## config.mk

```make
export PLATFORM = sky130hd
export DESIGN_NAME = touch_scan_seq
export DESIGN_NICKNAME = d
export VERILOG_FILES = /design/src/rtl/tsc_pkg.sv /design/src/rtl/tsc_spi_frame.sv /design/src/rtl/tsc_ceil_div.sv /design/src/rtl/touch_scan_seq.sv
export SDC_FILE = /design/constraint.sdc
export NUM_CORES = 1
export LEC_CHECK = 0
export ABC_AREA = 1
export ABC_CLOCK_PERIOD_IN_PS = 4950
export BUFFER_PORTS_ARGS = -buffer_cell sky130_fd_sc_hd__buf_2
export CORE_MARGIN = 3
export CORE_UTILIZATION = 43
export DETAILED_ROUTE_END_ITERATION = 8
export PLACE_DENSITY_LB_ADDON = 0.05
export SLEW_MARGIN = 15
export SYNTH_ARGS = -nofsm -noshare
export SYNTH_HDL_FRONTEND = slang
export SYNTH_SLANG_ARGS = --single-unit
```

## constraint.sdc

```tcl
create_clock -name clk -period 4.95 [get_ports clk]
set_input_delay 0.2475 -clock clk [delete_from_list [all_inputs] [get_ports clk]]
set_output_delay 0.2475 -clock clk [all_outputs]
set_load 0.05 [all_outputs]
```

## src/rtl/tsc_pkg.sv

```systemverilog
package tsc_pkg;
   timeunit 1ns;
   timeprecision 1ps;

   localparam int FRAME_W    = 24;  // command plus response, in serial bits
   localparam int CMD_W      = 8;
   localparam int SAMPLE_W   = 12;
   localparam int SAMPLE_LSB = 3;   // padding bits below the sample in the response
   localparam int ADDR_W     = 3;

   typedef enum logic [2:0] {
      ST_IDLE,
      ST_PICK,
      ST_ISSUE,
      ST_WAIT,
      ST_DIVIDE,
      ST_FINISH
   } seq_state_t;

   // Inputs whose conversion is referenced to ground need the reference powered.
   function automatic logic ref_single_ended(input logic [ADDR_W-1:0] addr);
      logic se;
      case (addr)
         3'd0, 3'd2, 3'd6, 3'd7: se = 1'b1;
         default:                se = 1'b0;
      endcase
      return se;
   endfunction

   // Command byte: start, address, 12-bit mode, reference select, reference on, converter on.
   function automatic logic [CMD_W-1:0] make_cmd(input logic [ADDR_W-1:0] addr,
                                                 input logic              hold_on);
      logic se;
      se = ref_single_ended(addr);
      return {1'b1, addr, 1'b0, se, se, hold_on};
   endfunction
endpackage

```

## src/rtl/tsc_spi_frame.sv

```systemverilog
module tsc_spi_frame
   import tsc_pkg::*;
#(
   parameter int HALF_DIV = 2   // system cycles per serial clock half period
) (
   input  logic                clk,
   input  logic                rst_n,
   input  logic                go,
   input  logic [CMD_W-1:0]    cmd,
   input  logic                miso,
   output logic                sclk,
   output logic                mosi,
   output logic [SAMPLE_W-1:0] sample,
   output logic                done
);
   timeunit 1ns;
   timeprecision 1ps;

   localparam int DIV_W = (HALF_DIV > 1) ? $clog2(HALF_DIV) : 1;
   localparam int BIT_W = $clog2(FRAME_W);
   localparam int CAP_W = SAMPLE_LSB + SAMPLE_W;

   if (HALF_DIV < 1) begin : g_bad_div
      $error("tsc_spi_frame: HALF_DIV must be at least 1");
   end

   logic             active;
   logic             tick;
   logic             sclk_q;
   logic             done_q;
   logic [FRAME_W-1:0] tx_sh;
   logic [CAP_W-1:0] rx_sh;
   logic [BIT_W-1:0] bit_q;

   // Half-period pacing: either every cycle or every HALF_DIV cycles.
   if (HALF_DIV == 1) begin : g_nodiv
      assign tick = active;
   end else begin : g_div
      logic [DIV_W-1:0] cnt_q;
      always_ff @(posedge clk or negedge rst_n) begin
         if (!rst_n)              cnt_q <= '0;
         else if (!active || tick) cnt_q <= '0;
         else                     cnt_q <= cnt_q + 1'b1;
      end
      assign tick = active && (cnt_q == DIV_W'(HALF_DIV - 1));
   end

   always_ff @(posedge clk or negedge rst_n) begin
      if (!rst_n) begin
         active <= 1'b0;
         sclk_q <= 1'b0;
         done_q <= 1'b0;
         tx_sh  <= '0;
         rx_sh  <= '0;
         bit_q  <= '0;
      end else begin
         done_q <= 1'b0;
         if (!active) begin
            if (go) begin
               active <= 1'b1;
               sclk_q <= 1'b0;
               bit_q  <= '0;
               tx_sh  <= {cmd, {(FRAME_W - CMD_W){1'b0}}};
            end
         end else if (tick) begin
            if (!sclk_q) begin
               // rising edge: capture the line
               sclk_q <= 1'b1;
               rx_sh  <= {rx_sh[CAP_W-2:0], miso};
            end else begin
               // falling edge: present the next bit
               sclk_q <= 1'b0;
               tx_sh  <= {tx_sh[FRAME_W-2:0], 1'b0};
               if (bit_q == BIT_W'(FRAME_W - 1)) begin
                  active <= 1'b0;
                  done_q <= 1'b1;
               end else begin
                  bit_q <= bit_q + 1'b1;
               end
            end
         end
      end
   end

   assign sclk   = sclk_q;
   assign mosi   = tx_sh[FRAME_W-1];
   assign sample = rx_sh[SAMPLE_LSB +: SAMPLE_W];
   assign done   = done_q;

   // data never moves during a high phase of the serial clock
   a_r2_mosi_steady_high: assert property (@(posedge clk) disable iff (!rst_n)
      sclk_q |-> $stable(mosi));

   // a new frame is only requested once the previous one has ended
   a_r5_go_when_free: assert property (@(posedge clk) disable iff (!rst_n)
      go |-> !active);

   // the frame ends on a falling edge
   a_r5_done_after_fall: assert property (@(posedge clk) disable iff (!rst_n)
      done_q |-> !sclk_q && $past(sclk_q));
endmodule

```

## src/rtl/tsc_ceil_div.sv

```systemverilog
module tsc_ceil_div #(
   parameter int NUM_W = 16,
   parameter int DEN_W = 4,
   parameter int Q_W   = 12
) (
   input  logic             clk,
   input  logic             rst_n,
   input  logic             start,
   input  logic [NUM_W-1:0] dividend,
   input  logic [DEN_W-1:0] divisor,
   output logic             done,
   output logic [Q_W-1:0]   quotient
);
   timeunit 1ns;
   timeprecision 1ps;

   localparam int STEP_W = $clog2(NUM_W + 1);
   localparam int PRD_W  = NUM_W + DEN_W;

   if (Q_W > NUM_W || DEN_W < 1 || NUM_W < 2) begin : g_bad_width
      $error("tsc_ceil_div: inconsistent widths");
   end

   logic [NUM_W-1:0]  num_q;
   logic [NUM_W-1:0]  dvd_q;
   logic [DEN_W-1:0]  rem_q;
   logic [DEN_W-1:0]  den_q;
   logic [STEP_W-1:0] step_q;
   logic              run_q;
   logic              done_q;
   logic [DEN_W:0]    trial;
   logic [DEN_W:0]    diff;
   logic              fits;

   assign trial = {rem_q, num_q[NUM_W-1]};
   assign diff  = trial - {1'b0, den_q};
   assign fits  = (trial >= {1'b0, den_q});

   // Restoring division of (dividend + divisor - 1), one quotient bit per cycle.
   always_ff @(posedge clk or negedge rst_n) begin
      if (!rst_n) begin
         num_q  <= '0;
         dvd_q  <= '0;
         rem_q  <= '0;
         den_q  <= '0;
         step_q <= '0;
         run_q  <= 1'b0;
         done_q <= 1'b0;
      end else begin
         done_q <= 1'b0;
         if (start) begin
            num_q  <= dividend + NUM_W'(divisor) - NUM_W'(1);
            dvd_q  <= dividend;
            den_q  <= divisor;
            rem_q  <= '0;
            step_q <= STEP_W'(NUM_W);
            run_q  <= 1'b1;
         end else if (run_q) begin
            if (fits) begin
               rem_q <= diff[DEN_W-1:0];
               num_q <= {num_q[NUM_W-2:0], 1'b1};
            end else begin
               rem_q <= trial[DEN_W-1:0];
               num_q <= {num_q[NUM_W-2:0], 1'b0};
            end
            step_q <= step_q - 1'b1;
            if (step_q == STEP_W'(1)) begin
               run_q  <= 1'b0;
               done_q <= 1'b1;
            end
         end
      end
   end

   assign done     = done_q;
   assign quotient = num_q[Q_W-1:0];

   logic [PRD_W-1:0] chk_prod;
   logic [PRD_W-1:0] chk_lo;
   logic [PRD_W-1:0] chk_hi;
   assign chk_prod = PRD_W'(num_q) * PRD_W'(den_q);
   assign chk_lo   = PRD_W'(dvd_q);
   assign chk_hi   = PRD_W'(dvd_q) + PRD_W'(den_q);

   // the result is the smallest q with q*den >= dividend
   a_r7_ceiling_quotient: assert property (@(posedge clk) disable iff (!rst_n)
      done_q |-> (chk_prod >= chk_lo) && (chk_prod < chk_hi));

   // the averaging count is never zero
   a_r7_nonzero_divisor: assert property (@(posedge clk) disable iff (!rst_n)
      start |-> (divisor != '0));
endmodule

```

## src/rtl/touch_scan_seq.sv

```systemverilog
module touch_scan_seq
   import tsc_pkg::*;
#(
   parameter int NCH      = 8,
   parameter int SKIP_W   = 4,
   parameter int RATIO_W  = 4,
   parameter int HALF_DIV = 2
) (
   input  logic                     clk,
   input  logic                     rst_n,
   input  logic                     start,
   input  logic [NCH-1:0]           chan_en,
   input  logic [NCH*SKIP_W-1:0]    skip_cfg,
   input  logic [NCH*RATIO_W-1:0]   ratio_cfg,
   input  logic                     miso,
   output logic                     sclk,
   output logic                     mosi,
   output logic                     cs_n,
   output logic                     busy,
   output logic                     res_valid,
   output logic [ADDR_W-1:0]        res_chan,
   output logic [SAMPLE_W-1:0]      res_data,
   output logic                     scan_done
);
   timeunit 1ns;
   timeprecision 1ps;

   localparam int IDX_W = $clog2(NCH);
   localparam int CNT_W = ((SKIP_W > RATIO_W) ? SKIP_W : RATIO_W) + 1;
   localparam int ACC_W = SAMPLE_W + RATIO_W;

   if (NCH < 2 || NCH > (1 << ADDR_W)) begin : g_bad_nch
      $error("touch_scan_seq: NCH must lie between 2 and 8");
   end
   if (SKIP_W < 1 || RATIO_W < 1) begin : g_bad_cfg_w
      $error("touch_scan_seq: SKIP_W and RATIO_W must be at least 1");
   end

   seq_state_t           st_q;
   logic [NCH-1:0]       en_q;
   logic [NCH*SKIP_W-1:0]  skip_q;
   logic [NCH*RATIO_W-1:0] ratio_q;
   logic [IDX_W-1:0]     idx_q;
   logic [CNT_W-1:0]     fcnt_q;
   logic [CNT_W-1:0]     tot_q;
   logic [SKIP_W-1:0]    cur_skip_q;
   logic [RATIO_W-1:0]   cur_ratio_q;
   logic [ACC_W-1:0]     acc_q;
   logic                 frame_go_q;
   logic [CMD_W-1:0]     frame_cmd_q;
   logic                 div_go_q;
   logic                 cs_n_q;
   logic                 res_valid_q;
   logic [ADDR_W-1:0]    res_chan_q;
   logic [SAMPLE_W-1:0]  res_data_q;
   logic                 scan_done_q;

   logic                 frame_done;
   logic [SAMPLE_W-1:0]  frame_sample;
   logic                 div_done;
   logic [SAMPLE_W-1:0]  div_quot;

   // Per-channel views of the captured configuration.
   logic [SKIP_W-1:0]    skip_a  [NCH];
   logic [RATIO_W-1:0]   ratio_a [NCH];
   for (genvar g = 0; g < NCH; g++) begin : g_cfg
      assign skip_a[g]  = skip_q[g*SKIP_W +: SKIP_W];
      assign ratio_a[g] = ratio_q[g*RATIO_W +: RATIO_W];
   end

   logic [SKIP_W-1:0]  sel_skip;
   logic [RATIO_W-1:0] sel_ratio;
   logic [ADDR_W-1:0]  cur_addr;
   logic               last_frame;
   logic               last_chan;

   assign sel_skip   = skip_a[idx_q];
   assign sel_ratio  = (ratio_a[idx_q] == '0) ? RATIO_W'(1) : ratio_a[idx_q];
   assign cur_addr   = ADDR_W'(idx_q);
   assign last_frame = (fcnt_q == tot_q - CNT_W'(1));
   assign last_chan  = (idx_q == IDX_W'(NCH - 1));

   always_ff @(posedge clk or negedge rst_n) begin
      if (!rst_n) begin
         st_q        <= ST_IDLE;
         en_q        <= '0;
         skip_q      <= '0;
         ratio_q     <= '0;
         idx_q       <= '0;
         fcnt_q      <= '0;
         tot_q       <= '0;
         cur_skip_q  <= '0;
         cur_ratio_q <= '0;
         acc_q       <= '0;
         frame_go_q  <= 1'b0;
         frame_cmd_q <= '0;
         div_go_q    <= 1'b0;
         cs_n_q      <= 1'b1;
         res_valid_q <= 1'b0;
         res_chan_q  <= '0;
         res_data_q  <= '0;
         scan_done_q <= 1'b0;
      end else begin
         frame_go_q  <= 1'b0;
         div_go_q    <= 1'b0;
         res_valid_q <= 1'b0;
         scan_done_q <= 1'b0;
         case (st_q)
            ST_IDLE: begin
               if (start) begin
                  en_q    <= chan_en;
                  skip_q  <= skip_cfg;
                  ratio_q <= ratio_cfg;
                  idx_q   <= '0;
                  cs_n_q  <= 1'b0;
                  st_q    <= ST_PICK;
               end
            end
            ST_PICK: begin
               if (en_q[idx_q]) begin
                  cur_skip_q  <= sel_skip;
                  cur_ratio_q <= sel_ratio;
                  tot_q       <= CNT_W'(sel_skip) + CNT_W'(sel_ratio);
                  fcnt_q      <= '0;
                  acc_q       <= '0;
                  st_q        <= ST_ISSUE;
               end else if (last_chan) begin
                  st_q <= ST_FINISH;
               end else begin
                  idx_q <= idx_q + 1'b1;
               end
            end
            ST_ISSUE: begin
               // converter stays powered until the final frame of the burst
               frame_go_q  <= 1'b1;
               frame_cmd_q <= make_cmd(cur_addr, !last_frame);
               st_q        <= ST_WAIT;
            end
            ST_WAIT: begin
               if (frame_done) begin
                  if (fcnt_q >= CNT_W'(cur_skip_q))
                     acc_q <= acc_q + ACC_W'(frame_sample);
                  fcnt_q <= fcnt_q + 1'b1;
                  if (last_frame) begin
                     div_go_q <= 1'b1;
                     st_q     <= ST_DIVIDE;
                  end else begin
                     st_q <= ST_ISSUE;
                  end
               end
            end
            ST_DIVIDE: begin
               if (div_done) begin
                  res_valid_q <= 1'b1;
                  res_chan_q  <= cur_addr;
                  res_data_q  <= div_quot;
                  if (last_chan) begin
                     st_q <= ST_FINISH;
                  end else begin
                     idx_q <= idx_q + 1'b1;
                     st_q  <= ST_PICK;
                  end
               end
            end
            ST_FINISH: begin
               scan_done_q <= 1'b1;
               cs_n_q      <= 1'b1;
               st_q        <= ST_IDLE;
            end
            default: st_q <= ST_IDLE;
         endcase
      end
   end

   tsc_spi_frame #(
      .HALF_DIV (HALF_DIV)
   ) u_frame (
      .clk    (clk),
      .rst_n  (rst_n),
      .go     (frame_go_q),
      .cmd    (frame_cmd_q),
      .miso   (miso),
      .sclk   (sclk),
      .mosi   (mosi),
      .sample (frame_sample),
      .done   (frame_done)
   );

   tsc_ceil_div #(
      .NUM_W (ACC_W),
      .DEN_W (RATIO_W),
      .Q_W   (SAMPLE_W)
   ) u_div (
      .clk      (clk),
      .rst_n    (rst_n),
      .start    (div_go_q),
      .dividend (acc_q),
      .divisor  (cur_ratio_q),
      .done     (div_done),
      .quotient (div_quot)
   );

   assign cs_n      = cs_n_q;
   assign busy      = (st_q != ST_IDLE);
   assign res_valid = res_valid_q;
   assign res_chan  = res_chan_q;
   assign res_data  = res_data_q;
   assign scan_done = scan_done_q;

   // Ordering tracker used only by the checks below.
   logic              seen_q;
   logic [ADDR_W-1:0] prev_chan_q;
   always_ff @(posedge clk or negedge rst_n) begin
      if (!rst_n) begin
         seen_q      <= 1'b0;
         prev_chan_q <= '0;
      end else if (st_q == ST_IDLE && start) begin
         seen_q <= 1'b0;
      end else if (res_valid_q) begin
         seen_q      <= 1'b1;
         prev_chan_q <= res_chan_q;
      end
   end

   // the serial clock only toggles inside a chip-select window
   a_r1_cs_covers_sclk: assert property (@(posedge clk) disable iff (!rst_n)
      sclk |-> !cs_n);

   // results come out in strictly increasing address order
   a_r8_ascending: assert property (@(posedge clk) disable iff (!rst_n)
      (res_valid_q && seen_q) |-> (res_chan_q > prev_chan_q));

   // only enabled channels report
   a_r8_enabled_only: assert property (@(posedge clk) disable iff (!rst_n)
      res_valid_q |-> en_q[IDX_W'(res_chan_q)]);

   // the done strobe coincides with the released bus and an idle sequencer
   a_r9_done_releases: assert property (@(posedge clk) disable iff (!rst_n)
      scan_done_q |-> (cs_n && !busy && !res_valid_q));

   // captured configuration is frozen for the whole scan
   a_r10_cfg_frozen: assert property (@(posedge clk) disable iff (!rst_n)
      (busy && $past(busy)) |-> ($stable(en_q) && $stable(skip_q) && $stable(ratio_q)));

   // the frame that closes a burst carries the power-down command
   a_r4_last_powers_down: assert property (@(posedge clk) disable iff (!rst_n)
      div_go_q |-> !frame_cmd_q[0]);
endmodule

```

==> metrics.yaml <==
cts:
  postCtsSetupBuffers: 0
  ctsResizeCount: 0
  postCtsHoldBufs: 74
  insertion_delay_ps: 520
  cts.htree.levels: 1
  clock_sinks: 201
  clkTransAtPathRegs_ps: 60
  tritoncts: "built"
  cts_made_buffers: 24
  clockRootBuffer: "clkbuf_16"
  clockBufferDepth: 3
synth:
  synthArstFlopShare: 1.00
  synth_seq_cells: 201
  synth_top_flop_cell: "dfrtp_1"
  synth_mux_area_frac: 0.0153
  seq_area_frac_synth: 0.457
  synth_edf_count: 0
  synth-xor-area-share: 0.0151
  yosysWarnings: 0
  syn_nets: 1584
  synth.distinct_cells: 40
  synthCells: 1453
  syn_area_um2: 11000
  synth-compound-area-share: 0.0892
  synth_top_family_by_area: "simple AND/OR/NAND/NOR gates"
  synth-simple-area-share: 0.276
  synth_fa_ha_area_frac: 0.0652
  syn-mean-instance-area_um2: 7.58
grt:
  grt_max_degree: 121
  overflow: 0
  first_global_vias: 9384
  antenna_found_initial: 0
  grt_usage: 0.192
  grt_pass1_wl_um: 45300
detailed_routing:
  drt_wl_total_um: 26300
  ant_nets: 0
  drc: 0
  vias: 9449
  drt-initial-drc-count: 411
  wl_per_cell_um: 13.5
  vias_per_cell: 4.85
  dr.pass1.iters: 5
place:
  io_buffers: 96
  dpl-instance-area_um2: 11800
  gp_congestion: 0.839
  pre_cts_ws_ps: 1960
  hpwl_um: 18600
floorplanning:
  die_w_um: 166
  rows: 57
  initial_core_util: 0.445
  die_h_um: 166
  core_um2: 24700
  io_pins: 97
  die_area_um2: 27600
critical_path:
  r2r-end: "tot_q[4]"
  cp-startpoint: "cur_addr[0]"
  cp-end-kind: "register"
  crit_arrival_ps: 3390
  reg2reg_from: "cur_addr[0]"
  cp_max_fo: 34
  r2r_cells: 12
  r2r_slack_ps: 2010
  required_ps: 5410
  endpoint: "tot_q[4]"
  critical_path.startpoint_type: "register"
  critPathKind: "reg2reg"
sta:
  whs_ps: 430
  fin_crit_sh: 0.594
  fin_setup_tns_ps: 0
  max_freq_mhz: 340
  rsz0062_at_grt: "false"
  setup-violations-final: 0
  clock-skew-final_ps: 17.7
  fin_crit_ps: 2940
  slew-limit-headroom: 0.336
  finalHoldViolCount: 0
  tightest_slew_ps: 997
  setup_slack_ps: 2010
  slew_violations: 0
run_status:
  status: "complete, no violations"
min_path:
  hp-class: "in2reg"
final_layout:
  seq_area_um2: 5030
  final_nets: 1741
  drive_gt1_frac: 0.109
  final_cell_area_um2: 13300
  multiInputGateArea_um2: 5080
  syn_to_final_growth_pct: 20.3
  diodes: 0
  fill_cells: 2401
power:
  power.leakage_uw: 0.00697
  max-vdd-ir-drop_mv: 0.268
  p_per_area_nw_per_um2: 566
job:
  max_cap_violations: 0
-- cells in the final DEF (no fill, tap or decap), types with 8 or more instances in the layout --
master           n
ha_1            51
xnor2_1         11
clkbuf_16       24
inv_1          178
o22ai_1         10
o21ai_1          8
nand4_1         12
mux2_2          15
nand3_1         73
a21oi_1         29
dfrtp_1        200
o21ai_0        115
nor2_1          98
xor2_1           8
nand2_1        533
dlygate4sd3_1   74
buf_2           95
-- sequential cells by signal, summed over array words and instances, names as in the netlist, 3 cells and up --
signal	flops
u_div.rem_q	4
skip_q	32
fcnt_q	5
ratio_q	32
frame_cmd_q	6
cur_ratio_q	4
u_frame.tx_sh	8
u_div.den_q	4
u_frame.bit_q	5
u_div.step_q	5
res_chan	3
cur_addr	3
cur_skip_q	4
en_q	8
u_div.num_q	16
u_frame.rx_sh	15
acc_q	16
st_q	3
tot_q	5
res_data	12
-- cell usage after synthesis (5+ instances only) --
cell type | count | area [um2]
nand3_1 | 73 | 365
nand3b_1 | 6 | 45.0
o221ai_1 | 7 | 61.3
nor3_1 | 7 | 35.0
dfrtp_1 | 200 | 5000
a21oi_1 | 29 | 145
o21ai_1 | 8 | 40.0
mux2_2 | 15 | 169
buf_4 | 6 | 45.0
nand2_1 | 533 | 2000
o21ai_0 | 115 | 576
ha_1 | 51 | 638
xor2_1 | 8 | 70.1
and2_1 | 6 | 37.5
inv_1 | 178 | 668
clkbuf_1 | 23 | 86.3
o211ai_1 | 5 | 37.5
buf_2 | 15 | 75.1
xnor2_1 | 11 | 96.3
o22ai_1 | 10 | 62.6
nor2_1 | 98 | 368
nand4_1 | 12 | 75.1
-- report_power, final --
part           switching (uW)  leakage [uW]  internal [uW]
sequential                339       0.00260           2160
combinational            2100       0.00400           1240
clock                     685      0.000373            987
-- critical path, cell delays in order (launching register included) --
cell and delay (ps):
dfrtp_1 700, inv_2 380, o21ai_0 250, nand2_1 70
o21ai_1 320, nand3_1 110, nand2_1 100, ha_1 170
inv_1 50, fa_1 400, o21ai_0 170, nand2_1 70
nand2_1 60
-- worst min-delay path by stage --
stage / start / end / slack (ps) / cells after the start
floorplan: rst_n / acc_q[0] / -50 / 0
CTS: start / st_q[0] / 400 / 8
global placement: frame_cmd_q[7] / frame_cmd_q[7] / 440 / 2
finish: start / st_q[0] / 430 / 8
detailed placement: frame_cmd_q[7] / frame_cmd_q[7] / 450 / 2
global route: ratio_cfg[3] / ratio_q[3] / 460 / 4
-- final cells by class --
type | count | area share
tap | 324 | 0.0306
clock inverter | 13 | 0.00849
clock buffer | 29 | 0.0490
timing repair buffer | 177 | 0.0967
inverter | 184 | 0.0521
multi-input combinational | 1022 | 0.384
sequential | 201 | 0.380
-- layer usage --
layer  GRT usage  wire (um)
met2       0.326      12300
met1       0.258      12300
met5           0          0
met4      0.0506        665
met3      0.0312        962
-- cell families (layout without fill, tap and decap cells) --
| logic type | count (synthesis) | after routing |
|---|---|---|
| AOI/OAI and AO/OA | 182 | 182 |
| DFF | 201 | 201 |
| xor gates and xnor gates | 19 | 19 |
| and+or+nand+nor | 751 | 751 |
| adders and majority gates | 55 | 55 |
| muxes | 15 | 15 |
| buffers and inverters | 230 | 403 |
-- metrics by stage --
step	power (uW)	utilization	std cells
finish	7510	0.536	1950
global route	8270	0.536	1950
CTS	7630	0.536	1950
detailed placement	5850	0.475	1834
global placement	5800	0.475	1834
floorplan	5060	-	1453
No activity file was read; power rests on OpenSTA's default activity.
